`src/rtl/mpalu_pkg.sv`:
```
// Package: shared types for the multiprecision ALU.
// Holds the operation classes, the carry source choices, the flag modes
// and the decoded control word. Nothing here depends on the data width.
package mpalu_pkg;

    typedef enum logic [2:0] {
        K_CLEAR   = 3'd0,
        K_ARITH   = 3'd1,
        K_HALF    = 3'd2,
        K_LOGIC   = 3'd3,
        K_FLAGSEL = 3'd4,
        K_CONST   = 3'd5
    } op_class_e;

    typedef enum logic [1:0] {
        CS_ZERO = 2'd0,
        CS_ONE  = 2'd1,
        CS_EXT  = 2'd2,
        CS_REG  = 2'd3
    } carry_sel_e;

    typedef enum logic [1:0] {
        FM_OVF  = 2'd0,
        FM_TWO  = 2'd1,
        FM_FOUR = 2'd2,
        FM_ZERO = 2'd3
    } flag_mode_e;

    typedef struct packed {
        op_class_e  cls;
        logic       inv_a;
        logic       inv_b;
        logic       use_b;
        carry_sel_e csel;
        logic [1:0] sub;   // fill source, constant index or flag mode
        logic [2:0] fn;    // logic function index
    } alu_ctl_t;

endpackage

```
`src/rtl/mpalu_decode.sv`:
```
// Module: opcode decoder.
// Maps the 5-bit opcode onto a control word. It is purely combinational
// and assumes the opcode has already been registered by the caller.
module mpalu_decode
    import mpalu_pkg::*;
(
    input  logic [4:0] op,
    output alu_ctl_t   ctl
);

    // Purpose: one control word for each opcode.
    always_comb begin
        ctl       = '0;
        ctl.cls   = K_CLEAR;
        ctl.csel  = CS_ZERO;
        ctl.sub   = op[1:0];
        ctl.fn    = op[2:0];
        unique case (op)
            5'h00: ctl.cls = K_CLEAR;
            5'h01, 5'h02, 5'h03: begin
                ctl.cls   = K_ARITH;
                ctl.inv_a = 1'b1;
                ctl.use_b = 1'b0;
                ctl.csel  = (op == 5'h01) ? CS_ONE :
                            (op == 5'h02) ? CS_EXT : CS_REG;
            end
            5'h04, 5'h05, 5'h06, 5'h07: ctl.cls = K_HALF;
            5'h08, 5'h09: begin
                ctl.cls   = K_ARITH;
                ctl.use_b = 1'b1;
                ctl.csel  = (op == 5'h08) ? CS_EXT : CS_REG;
            end
            5'h0A, 5'h0B, 5'h0C: begin
                ctl.cls   = K_ARITH;
                ctl.use_b = 1'b1;
                ctl.inv_b = 1'b1;
                ctl.csel  = (op == 5'h0A) ? CS_ONE :
                            (op == 5'h0B) ? CS_EXT : CS_REG;
            end
            5'h0D, 5'h0E, 5'h0F: begin
                ctl.cls   = K_ARITH;
                ctl.use_b = 1'b1;
                ctl.inv_a = 1'b1;
                ctl.csel  = (op == 5'h0D) ? CS_ONE :
                            (op == 5'h0E) ? CS_EXT : CS_REG;
            end
            5'h10, 5'h11, 5'h12, 5'h13,
            5'h14, 5'h15, 5'h16, 5'h17: ctl.cls = K_LOGIC;
            5'h18, 5'h19, 5'h1A, 5'h1B: ctl.cls = K_FLAGSEL;
            default:                     ctl.cls = K_CONST;
        endcase
    end

endmodule

```
`src/rtl/mpalu_exec.sv`:
```
// Module: combinational execution unit.
// Computes the result, the carry out of the MSB and the carry into the
// MSB for one decoded instruction. Assumes W >= 4. Only arithmetic
// operations report a nonzero carry.
module mpalu_exec
    import mpalu_pkg::*;
#(
    parameter int W = 16
) (
    input  alu_ctl_t       ctl,
    input  logic [W-1:0]   a,
    input  logic [W-1:0]   b,
    input  logic           ext_c,
    input  logic           reg_c,
    input  logic           fill_left,
    input  logic           fill_right,
    input  logic           fill_shift,
    output logic [W-1:0]   res,
    output logic           c_msb_out,
    output logic           c_msb_in
);

    localparam logic [W-1:0] K_ONE     = {{(W-1){1'b0}}, 1'b1};
    localparam logic [W-1:0] K_HALFMSK = {{(W-W/2){1'b0}}, {(W/2){1'b1}}};
    localparam logic [W-1:0] K_QUARTER = {{(W-W/4){1'b0}}, {(W/4){1'b1}}};

    logic [W-1:0] alt_pat;
    logic [W-1:0] a_eff, b_eff;
    logic         cin;
    logic [W-1:0] lo_sum;
    logic [1:0]   hi_sum;
    logic [W-1:0] sum;
    logic         fill_bit;
    logic [W-1:0] logic_res;
    logic [W-1:0] const_res;

    // Purpose: alternating 0101 pattern, generated for any width.
    for (genvar g = 0; g < W; g++) begin : g_alt
        assign alt_pat[g] = ((g % 2) == 0) ? 1'b1 : 1'b0;
    end

    // Purpose: select the operand polarity and the carry source.
    always_comb begin
        a_eff = ctl.inv_a ? ~a : a;
        b_eff = ctl.use_b ? (ctl.inv_b ? ~b : b) : '0;
        unique case (ctl.csel)
            CS_ONE:  cin = 1'b1;
            CS_EXT:  cin = ext_c;
            CS_REG:  cin = reg_c;
            default: cin = 1'b0;
        endcase
    end

    // Purpose: split adder exposing the carry into and out of the MSB.
    always_comb begin
        lo_sum = {1'b0, a_eff[W-2:0]} + {1'b0, b_eff[W-2:0]}
               + {{(W-1){1'b0}}, cin};
        hi_sum = {1'b0, a_eff[W-1]} + {1'b0, b_eff[W-1]}
               + {1'b0, lo_sum[W-1]};
        sum    = {hi_sum[0], lo_sum[W-2:0]};
    end

    // Purpose: MSB fill source for the divide-by-two group.
    always_comb begin
        unique case (ctl.sub)
            2'd0:    fill_bit = a[W-1];
            2'd1:    fill_bit = fill_left;
            2'd2:    fill_bit = fill_right;
            default: fill_bit = fill_shift;
        endcase
    end

    // Purpose: bitwise functions.
    always_comb begin
        unique case (ctl.fn)
            3'd0:    logic_res = a & b;
            3'd1:    logic_res = a & ~b;
            3'd2:    logic_res = ~a & b;
            3'd3:    logic_res = a | b;
            3'd4:    logic_res = ~a | b;
            3'd5:    logic_res = a ^ b;
            3'd6:    logic_res = a;
            default: logic_res = ~a;
        endcase
    end

    // Purpose: mask constants.
    always_comb begin
        unique case (ctl.sub)
            2'd0:    const_res = K_ONE;
            2'd1:    const_res = K_HALFMSK;
            2'd2:    const_res = K_QUARTER;
            default: const_res = alt_pat;
        endcase
    end

    // Purpose: result and carry select by operation class.
    always_comb begin
        res       = '0;
        c_msb_out = 1'b0;
        c_msb_in  = 1'b0;
        unique case (ctl.cls)
            K_ARITH: begin
                res       = sum;
                c_msb_out = hi_sum[1];
                c_msb_in  = lo_sum[W-1];
            end
            K_HALF:  res = {fill_bit, a[W-1:1]};
            K_LOGIC: res = logic_res;
            K_CONST: res = const_res;
            default: res = '0;
        endcase
    end

endmodule

```
`src/rtl/mpalu_flag.sv`:
```
// Module: programmable status flag.
// Holds the flag mode and the sticky zero bit and registers the flag.
// Assumes its inputs come from the instruction executing this cycle.
// A mode-select opcode already applies its new mode to its own flag.
module mpalu_flag
    import mpalu_pkg::*;
#(
    parameter int W = 16
) (
    input  logic         clk,
    input  logic         rst_n,
    input  op_class_e    cls,
    input  logic [1:0]   sel,
    input  logic [W-1:0] res,
    input  logic         c_msb_out,
    input  logic         c_msb_in,
    input  logic         first_w,
    output logic         flag_q
);

    flag_mode_e mode_q, mode_eff;
    logic       sticky_q;
    logic       zero_now;
    logic       hit;

    // Purpose: mode in force for the executing instruction.
    always_comb begin
        if (cls == K_FLAGSEL)    mode_eff = flag_mode_e'(sel);
        else if (cls == K_CLEAR) mode_eff = FM_OVF;
        else                     mode_eff = mode_q;
    end

    // Purpose: evaluate the detector chosen by the mode.
    always_comb begin
        zero_now = (res == '0) && (first_w || sticky_q);
        unique case (mode_eff)
            FM_OVF:  hit = c_msb_in ^ c_msb_out;
            FM_TWO:  hit = res[W-1] ^ res[W-2];
            FM_FOUR: hit = !((res[W-1] == res[W-2]) && (res[W-2] == res[W-3]));
            default: hit = zero_now;
        endcase
    end

    // Purpose: mode, sticky zero and flag registers.
    always_ff @(posedge clk) begin
        if (!rst_n) begin
            mode_q   <= FM_OVF;
            sticky_q <= 1'b1;
            flag_q   <= 1'b0;
        end else begin
            mode_q   <= mode_eff;
            sticky_q <= zero_now;
            flag_q   <= hit;
        end
    end

    // once a later word is nonzero, the sticky bit stays low.
    a_r11_sticky_holds: assert property (@(posedge clk) disable iff (!rst_n)
        (!first_w && !sticky_q) |=> !sticky_q)
        else $error("a_r11_sticky_holds");

    // a mode-select opcode leaves its mode in the register.
    a_r7_mode_taken: assert property (@(posedge clk) disable iff (!rst_n)
        (cls == K_FLAGSEL) |=> (mode_q == flag_mode_e'($past(sel))))
        else $error("a_r7_mode_taken");

endmodule

```
`src/rtl/mpalu_core.sv`:
```
// Module: multiprecision ALU top.
// Captures the operands, the instruction and the side inputs on each edge
// and executes them during the next cycle. Result, carry and flag are
// registered at the end of that cycle. The carry register is carry_out
// itself. Reset is synchronous and active low.
module mpalu_core
    import mpalu_pkg::*;
#(
    parameter int W = 16
) (
    input  logic         clk,
    input  logic         rst_n,
    input  logic [W-1:0] op_a,
    input  logic [W-1:0] op_b,
    input  logic         carry_in,
    input  logic [4:0]   opcode,
    input  logic         first_word,
    input  logic         alu_left_lsb,
    input  logic         alu_right_lsb,
    input  logic         shift_reg_lsb,
    output logic [W-1:0] result,
    output logic         carry_out,
    output logic         flag
);

    logic [W-1:0] a_q, b_q;
    logic [4:0]   op_q;
    logic         ci_q, fw_q, fl_q, fr_q, fs_q;
    alu_ctl_t     ctl;
    logic [W-1:0] ex_res;
    logic         ex_cout, ex_cin15;
    logic [W-1:0] result_q;
    logic         carry_q;

    // Purpose: input stage. Reset loads the clear opcode.
    always_ff @(posedge clk) begin
        if (!rst_n) begin
            a_q  <= '0;
            b_q  <= '0;
            op_q <= 5'h00;
            ci_q <= 1'b0;
            fw_q <= 1'b0;
            fl_q <= 1'b0;
            fr_q <= 1'b0;
            fs_q <= 1'b0;
        end else begin
            a_q  <= op_a;
            b_q  <= op_b;
            op_q <= opcode;
            ci_q <= carry_in;
            fw_q <= first_word;
            fl_q <= alu_left_lsb;
            fr_q <= alu_right_lsb;
            fs_q <= shift_reg_lsb;
        end
    end

    mpalu_decode i_decode (
        .op  (op_q),
        .ctl (ctl)
    );

    mpalu_exec #(.W(W)) i_exec (
        .ctl        (ctl),
        .a          (a_q),
        .b          (b_q),
        .ext_c      (ci_q),
        .reg_c      (carry_q),
        .fill_left  (fl_q),
        .fill_right (fr_q),
        .fill_shift (fs_q),
        .res        (ex_res),
        .c_msb_out  (ex_cout),
        .c_msb_in   (ex_cin15)
    );

    mpalu_flag #(.W(W)) i_flag (
        .clk       (clk),
        .rst_n     (rst_n),
        .cls       (ctl.cls),
        .sel       (ctl.sub),
        .res       (ex_res),
        .c_msb_out (ex_cout),
        .c_msb_in  (ex_cin15),
        .first_w   (fw_q),
        .flag_q    (flag)
    );

    // Purpose: result register and carry register.
    always_ff @(posedge clk) begin
        if (!rst_n) begin
            result_q <= '0;
            carry_q  <= 1'b0;
        end else begin
            result_q <= ex_res;
            carry_q  <= ex_cout;
        end
    end

    assign result    = result_q;
    assign carry_out = carry_q;

    // the clear opcode leaves zero result, zero carry, no flag.
    a_r2_clear_zeroes: assert property (@(posedge clk) disable iff (!rst_n)
        (op_q == 5'h00) |=> (result == '0 && !carry_out && !flag))
        else $error("a_r2_clear_zeroes");

    // mode selection forces a zero result.
    a_r7_select_zero: assert property (@(posedge clk) disable iff (!rst_n)
        (op_q[4:2] == 3'b110) |=> (result == '0))
        else $error("a_r7_select_zero");

    // byte mask constant.
    a_r8_byte_mask: assert property (@(posedge clk) disable iff (!rst_n)
        (op_q == 5'h1D) |=> (result == {{(W-W/2){1'b0}}, {(W/2){1'b1}}}))
        else $error("a_r8_byte_mask");

    // opcodes in the upper half never produce a carry.
    a_r12_no_carry: assert property (@(posedge clk) disable iff (!rst_n)
        op_q[4] |=> !carry_out)
        else $error("a_r12_no_carry");

    // sign-fill halving keeps the sign of A.
    a_r5_sign_kept: assert property (@(posedge clk) disable iff (!rst_n)
        (op_q == 5'h04) |=> (result[W-1] == $past(a_q[W-1])))
        else $error("a_r5_sign_kept");

endmodule

```
`config.mk`:
```
export PLATFORM = sky130hd
export DESIGN_NAME = mpalu_core
export DESIGN_NICKNAME = d
export VERILOG_FILES = /design/src/rtl/mpalu_pkg.sv /design/src/rtl/mpalu_decode.sv /design/src/rtl/mpalu_exec.sv /design/src/rtl/mpalu_flag.sv /design/src/rtl/mpalu_core.sv
export SDC_FILE = /design/constraint.sdc
export NUM_CORES = 1
export LEC_CHECK = 0
export ABC_AREA = 1
export CORE_AREA = 3 3 143 90
export DETAILED_ROUTE_END_ITERATION = 16
export DIE_AREA = 0 0 146 93
export HOLD_SLACK_MARGIN = 0.03
export PLACE_DENSITY = 0.7
export SYNTH_ARGS = -nofsm -noshare
export SYNTH_HDL_FRONTEND = slang
export SYNTH_SLANG_ARGS = --single-unit
export TNS_END_PERCENT = 50
```
`constraint.sdc`:
```
create_clock -name clk -period 4.8 [get_ports clk]
set_input_delay 0.48 -clock clk [delete_from_list [all_inputs] [get_ports clk]]
set_output_delay 0.48 -clock clk [all_outputs]
set_load 0.01 [all_outputs]
```
; ---- Word-level counts from Yosys, hierarchy flattened
; Index checks and enable logic that the tools add are counted.
; W data, S select, Z words.
[totals]
register_bits = 63
elab_cells = 117
in_bits = 44
output_inout_bits = 18
[op_classes]
reduce_logical = 19
eq_ne = 47
n_addsub = 4
mux = 24
bitwise_logic = 10
[op_table]
columns = op, n
row1 = $pmux W16 S7, 1
row2 = $pmux W16 S4, 1
row3 = $eq A5 B5 Y1 const B, 12
row4 = $and A16 B16 Y16, 3
row5 = $mux W16, 3
row6 = $pmux W15 S3, 1
row7 = $eq A5 B4 Y1 const B, 8
row8 = $not A16 Y16, 2
row9 = $or A16 B16 Y16, 2
row10 = $eq A5 B3 Y1 const B, 4
row11 = $add A15 B15 Y16, 1
row12 = $add A16 B1 Y16, 1
row13 = $logic_not A16 Y1, 1
row14 = $xor A16 B16 Y16, 1
row15 = $eq A3 B3 Y1 const B, 5
row16 = $pmux W3 S5, 1
row17 = $eq A3 B2 Y1 const B, 4
row18 = $pmux W3 S4, 1
row19 = $reduce_or A11 Y1, 1
row20 = $eq A5 B2 Y1 const B, 2
row21 = $mux W2, 5
row22 = $pmux W1 S3, 3
row23 = $reduce_or A3 Y1, 3
row24 = $eq A2 B2 Y1 const B, 4
row25 = other kinds (18), 34

; ---- Logic depth before layout (Yosys ltp)
[depth]
ltp_word = 13
mapped_depth = 33

; ---- Hierarchy
; Synthesis repeated with hierarchy kept, for this count alone.
[unflattened]
cells_unflattened = 958
hier_area_um2 = 5496.5
[by_module_without_submodules]
columns = module, cells_per_inst, seq_area_each_um2, area_each_um2, instances
row1 = mpalu_exec, 677, 0.0, 3304.4, 1
row2 = mpalu_core, 184, 1181.1, 1677.9, 1
row3 = mpalu_flag, 47, 80.1, 279.0, 1
row4 = mpalu_decode, 50, 0.0, 235.2, 1

; ---- Worst setup path before layout
; Ideal clock, no wire load.
[synth_path]
kind = register -> register
start = reg op_q[0]
end = reg i_flag.flag_q
setup_slack_ns = 0.683
arrival_time_ns = 4.052
stages_incl_launch_ff = 31
required_ns = 4.735
setup_time_ns = 0.065
path_cell_list = dfxtp_1 -> inv_1 -> ha_1 -> buf_2 -> inv_1 -> nand2_1 -> nand3_1 -> nand2_1 -> clkbuf_1 -> a21oi_1 -> fa_1 -> inv_1 -> nand3_1 -> nand2_1 -> nand2_1 -> nand2_1 -> nand3_1 -> nand2_1 -> fa_1 -> a32oi_1 -> o21ai_0 -> inv_1 -> ha_1 -> o21ai_0 -> nor3_1 -> nand2_1 -> nor2_1 -> nand2_1 -> nor2_1 -> nor2_1 -> nor2_1
[synth_between]
elab_chain_len = 13
word_cells_on_any_way = 95
classes_between = 4 x add/sub / 47 x eq/ne / 24 x mux / 2 x bitwise / 18 x reduce/logical
[synth_lines]
columns = item, line_no
row1 = start: declaration, mpalu_core.sv:27  ; logic [4:0] op_q;
row2 = start signal: assignment, mpalu_core.sv:49  ; op_q <= opcode;
row3 = branches (longest 12 deep; another with $add A15 B15 Y16), n/a
row4 = $pmux W1 S3 *, mpalu_flag.sv:36  ; unique case (mode_eff)
row5 = end signal: assignment, mpalu_flag.sv:53  ; flag_q <= hit;
row6 = end: declaration, mpalu_flag.sv:18  ; output logic flag_q
; Every way passes the cells marked *.
; A chain may end at the register's enable or synchronous reset.

; ---- Final worst setup path
[layout_path]
start = reg op_q[1]
end = reg i_flag.flag_q
; The elaborated chain is that of the path after synthesis.

==> results.md <==
* Result of the run: finished, final reports clean
* Hold violation count in the final report at 0
* Total via count after detailed routing at 6313
* Sequential share of the synthesized area at roughly 22%
* Crit path capture type: register
* Count of standard-cell rows at 31
* Via density per instance at slightly above 5
* Number of clock sinks at 63
* Share of post-route cells with drive strength above 1 at approximately 8%
* Clock slew at reported path FFs at 0.06 ns
* Leakage Power at 0.00387 uW
* Initial detailed-routing violation count at ~630
* CTS Buffer Depth at 2
* Die width at ~150 um
* Warnings, synthesis at 0
* Slowest cell on the critical path: fa_1
* Element type at the critical path start: register
* DRC violations left at 0
* Post-detailed-route wirelength per cell at about 15 um
* Area after DPL at about 6500 um2
* Commonest cells in the netlist: nand2_1 (332), inv_1 (158), nor2_1 (126)
* Largest net degree at the start of global routing at approximately 50
* Post-synthesis area per instance at about 5.7 um2
* Antenna Violating Nets Remaining at 0
* Overflow left after global routing at 0
* Fraction of registers with async set/reset at 0%
* Max stage delay on crit path at ~0.49 ns
* Levels on crit path at 27
* CTS tree: built
* Placeable core region at about 12000 um2
* IO Count at a little over 60
* Max-slew headroom at the worst pin at 46.9%
* Final-stage net count at ~1.1k
* Die Outline Area at roughly 14000 um2
* Timing-limited maximum frequency at 225 MHz
* CTS Buf Count at 9
* Clock skew after layout at between 0.008 and 0.009 ns
* Dominant cell type by area after synthesis: dfxtp_1
* Final setup violating endpoints at 0
* Reg2Reg Launch Point: op_q[1]
* Clock Root Buffer: clkbuf_16
* Synthesized netlist net count at between 1k and 1.5k
* Ratio of total power to cell area at between 200 and 300 nW/um2
* Flop and latch count out of synthesis at 63
* Combined area of all synthesized cells at between 5000 and 6000 um2
* Skew-Pair Late Insertion Delay at approximately 0.34 ns
* Buffers and inverters on the worst path at 4
* Post-route fraction of the period consumed by the critical path at between 90% and 100%
* Hold path startpoint: i_flag.mode_q[1]
* Worst hold stages at 2
* Number of buffers added to fix hold violations after cts at 0
* Number of instances in the synthesized netlist at about 1k
* Number of filler instances in the final layout at 1172
* H-tree lvl count at 3
* Area Overhead vs Synth at 21.2%
* Signal arrival time at the worst endpoint at 4.72 ns
* Max-slew violations at 0
* Hold Path Class: reg -> reg
* Number of flops mapped to enable cells by yosys at 0
* Largest fanout on the critical path at 18
* Largest cells by area after synthesis: dfxtp_1 (22%), nand2_1 (22%), inv_1 (10%), nand3_1 (8.7%), nor2_1 (8.2%)
* Crit-path leading delay family: simple AND/OR/NAND/NOR gates
* Total Routing Usage GR at approximately 28%
* Total power at 1960 uW
* Minimum setup slack among reg-to-reg paths at 0.35 ns
* Hold_ws at around 0.55 ns
* Overall routed net length at approximately 19000 um
* Via count of the first global-routing pass at 5723
* Final HPWL DP at 14100 um
* Number of antenna violations at the first check in global routing at 0
* Cell variety after synth at 45
* Post-synth top area share at 21.9%
* Initial core utilization at 48.9%
* Global-route wire length before repair at between 30000 and 40000 um
* Most numerous cell in the Yosys netlist: nand2_1
* WHS Endpoint: i_flag.mode_q[1]
* Post-layout instance area at about 7000 um2
* Quantity of I/O buffers inserted on ports at 61
* FF-to-FF path depth at 27
* Die extent in y at about 93 um
* Most used DFF post-synth: dfxtp_1
* Number of maximum-capacitance constraint violations at 0
* Antenna Cells at 0
* Crit Path Category: reg -> reg
* Final weighted congestion of routability-driven global placement at between 1 and 1.5
* Post-route minimum period at around 4.4 ns
* Final core occ at a little under 60%
* Worst Tran Pin Value at between 0.7 and 0.8 ns
* Terminus of the critical flop-to-flop path: i_flag.flag_q
* Iteration count of the initial detailed-routing pass at 6
* Data required time of the critical path at 5.07 ns
* Worst vdd ir at 0.000180 V
[how the worst max path moves through the flow]
stage                        from            end  slack [ns]
after floorplan           op_q[0]  i_flag.flag_q        0.68
after detailed placement  op_q[0]  i_flag.flag_q        0.19
final                     op_q[1]  i_flag.flag_q        0.35
after global placement    op_q[0]  i_flag.flag_q        0.33
after CTS                 op_q[0]  i_flag.flag_q        0.07
after global routing      op_q[2]  i_flag.flag_q       -0.03
[worst min-delay path: stages (launching register included)]
cell and delay, ns:
dfxtp_1 0.31, a21oi_1 0.12, nor2_1 0.09
[cell type report]
| cell class | instances | area (um2) | share of cell area (%) |
|---|---|---|---|
| well taps | 165 | 206 | 2.96 |
| multi-input cells | 736 | 3740 | 53.7 |
| flip-flops and latches | 63 | 1260 | 18.1 |
| clock inverters | 7 | 128 | 1.83 |
| repair buffers | 80 | 768 | 11.0 |
| inverters | 167 | 629 | 9.04 |
| clock buffers | 9 | 225 | 3.23 |
[power by group]
group          total, uW  internal (uW)  switching (uW)  leakage (uW)
Combinational        579            220             360       0.00317
Sequential           594            559            35.6      0.000523
Clock                791            515             276      0.000172
Total               1960           1290             671       0.00387
[kinds of logic after synthesis]
| family | count (synthesis) | share of synthesized area [%] |
|---|---|---|
| and+or+nand+nor | 603 | 44.2 |
| DFF | 63 | 21.9 |
| xor gates and xnor gates | 20 | 3.05 |
| adders and majority gates | 40 | 9.10 |
| buffers and inverters | 202 | 14.2 |
| AOI/OAI and AO/OA | 73 | 7.51 |
[repair_timing]
item                                    in CTS  in global routing
resized for setup                            0                 28
setup buffers                                0                  3
endpoints found under the setup margin       0                  2
[per-stage QoR]
| step | std cells | setup TNS [ns] | setup slack [ns] |
|---|---|---|---|
| floorplan | 1001 | 0 | 0.683 |
| global placement | 1208 | 0 | 0.332 |
| detailed placement | 1208 | 0 | 0.194 |
| CTS | 1224 | 0 | 0.0677 |
| global route | 1227 | -0.0270 | -0.0270 |
| finish | 1227 | 0 | 0.353 |
[cells in the final DEF (no fill, tap or decap), types with 4 or more instances in the layout]
cell / count
inv_2: 10
nand2_1: 328
nand2_2: 10
buf_4: 17
nand4_1: 15
nand3_1: 99
nor2_4: 4
xor2_1: 19
o21ai_0: 24
clkbuf_16: 9
o21ai_1: 5
clkdlybuf4s50_1: 60
nor2_1: 126
dfxtp_1: 61
ha_1: 34
inv_1: 155
nand3_2: 4
o211ai_1: 4
a21oi_1: 21
a31oi_1: 4
[per-layer routing]
metal	vias up	global-route usage, %	share of wire [%]
li1	3200	-	-
met1	2790	40.7	48
met2	283	41.1	40
met3	40	7.65	9.7
met4	0	8.14	2.4
met5	-	0	0
[state kept, by name, indices dropped and copies added (netlist names)]
signal / flops
i_flag.mode_q: 2
fr_q: 1
a_q: 16
ci_q: 1
fs_q: 1
carry_out: 1
result: 16
i_flag.flag_q: 1
op_q: 5
fl_q: 1
i_flag.sticky_q: 1
fw_q: 1
b_q: 16
Note: power is estimated with default switching activity, not from simulation.
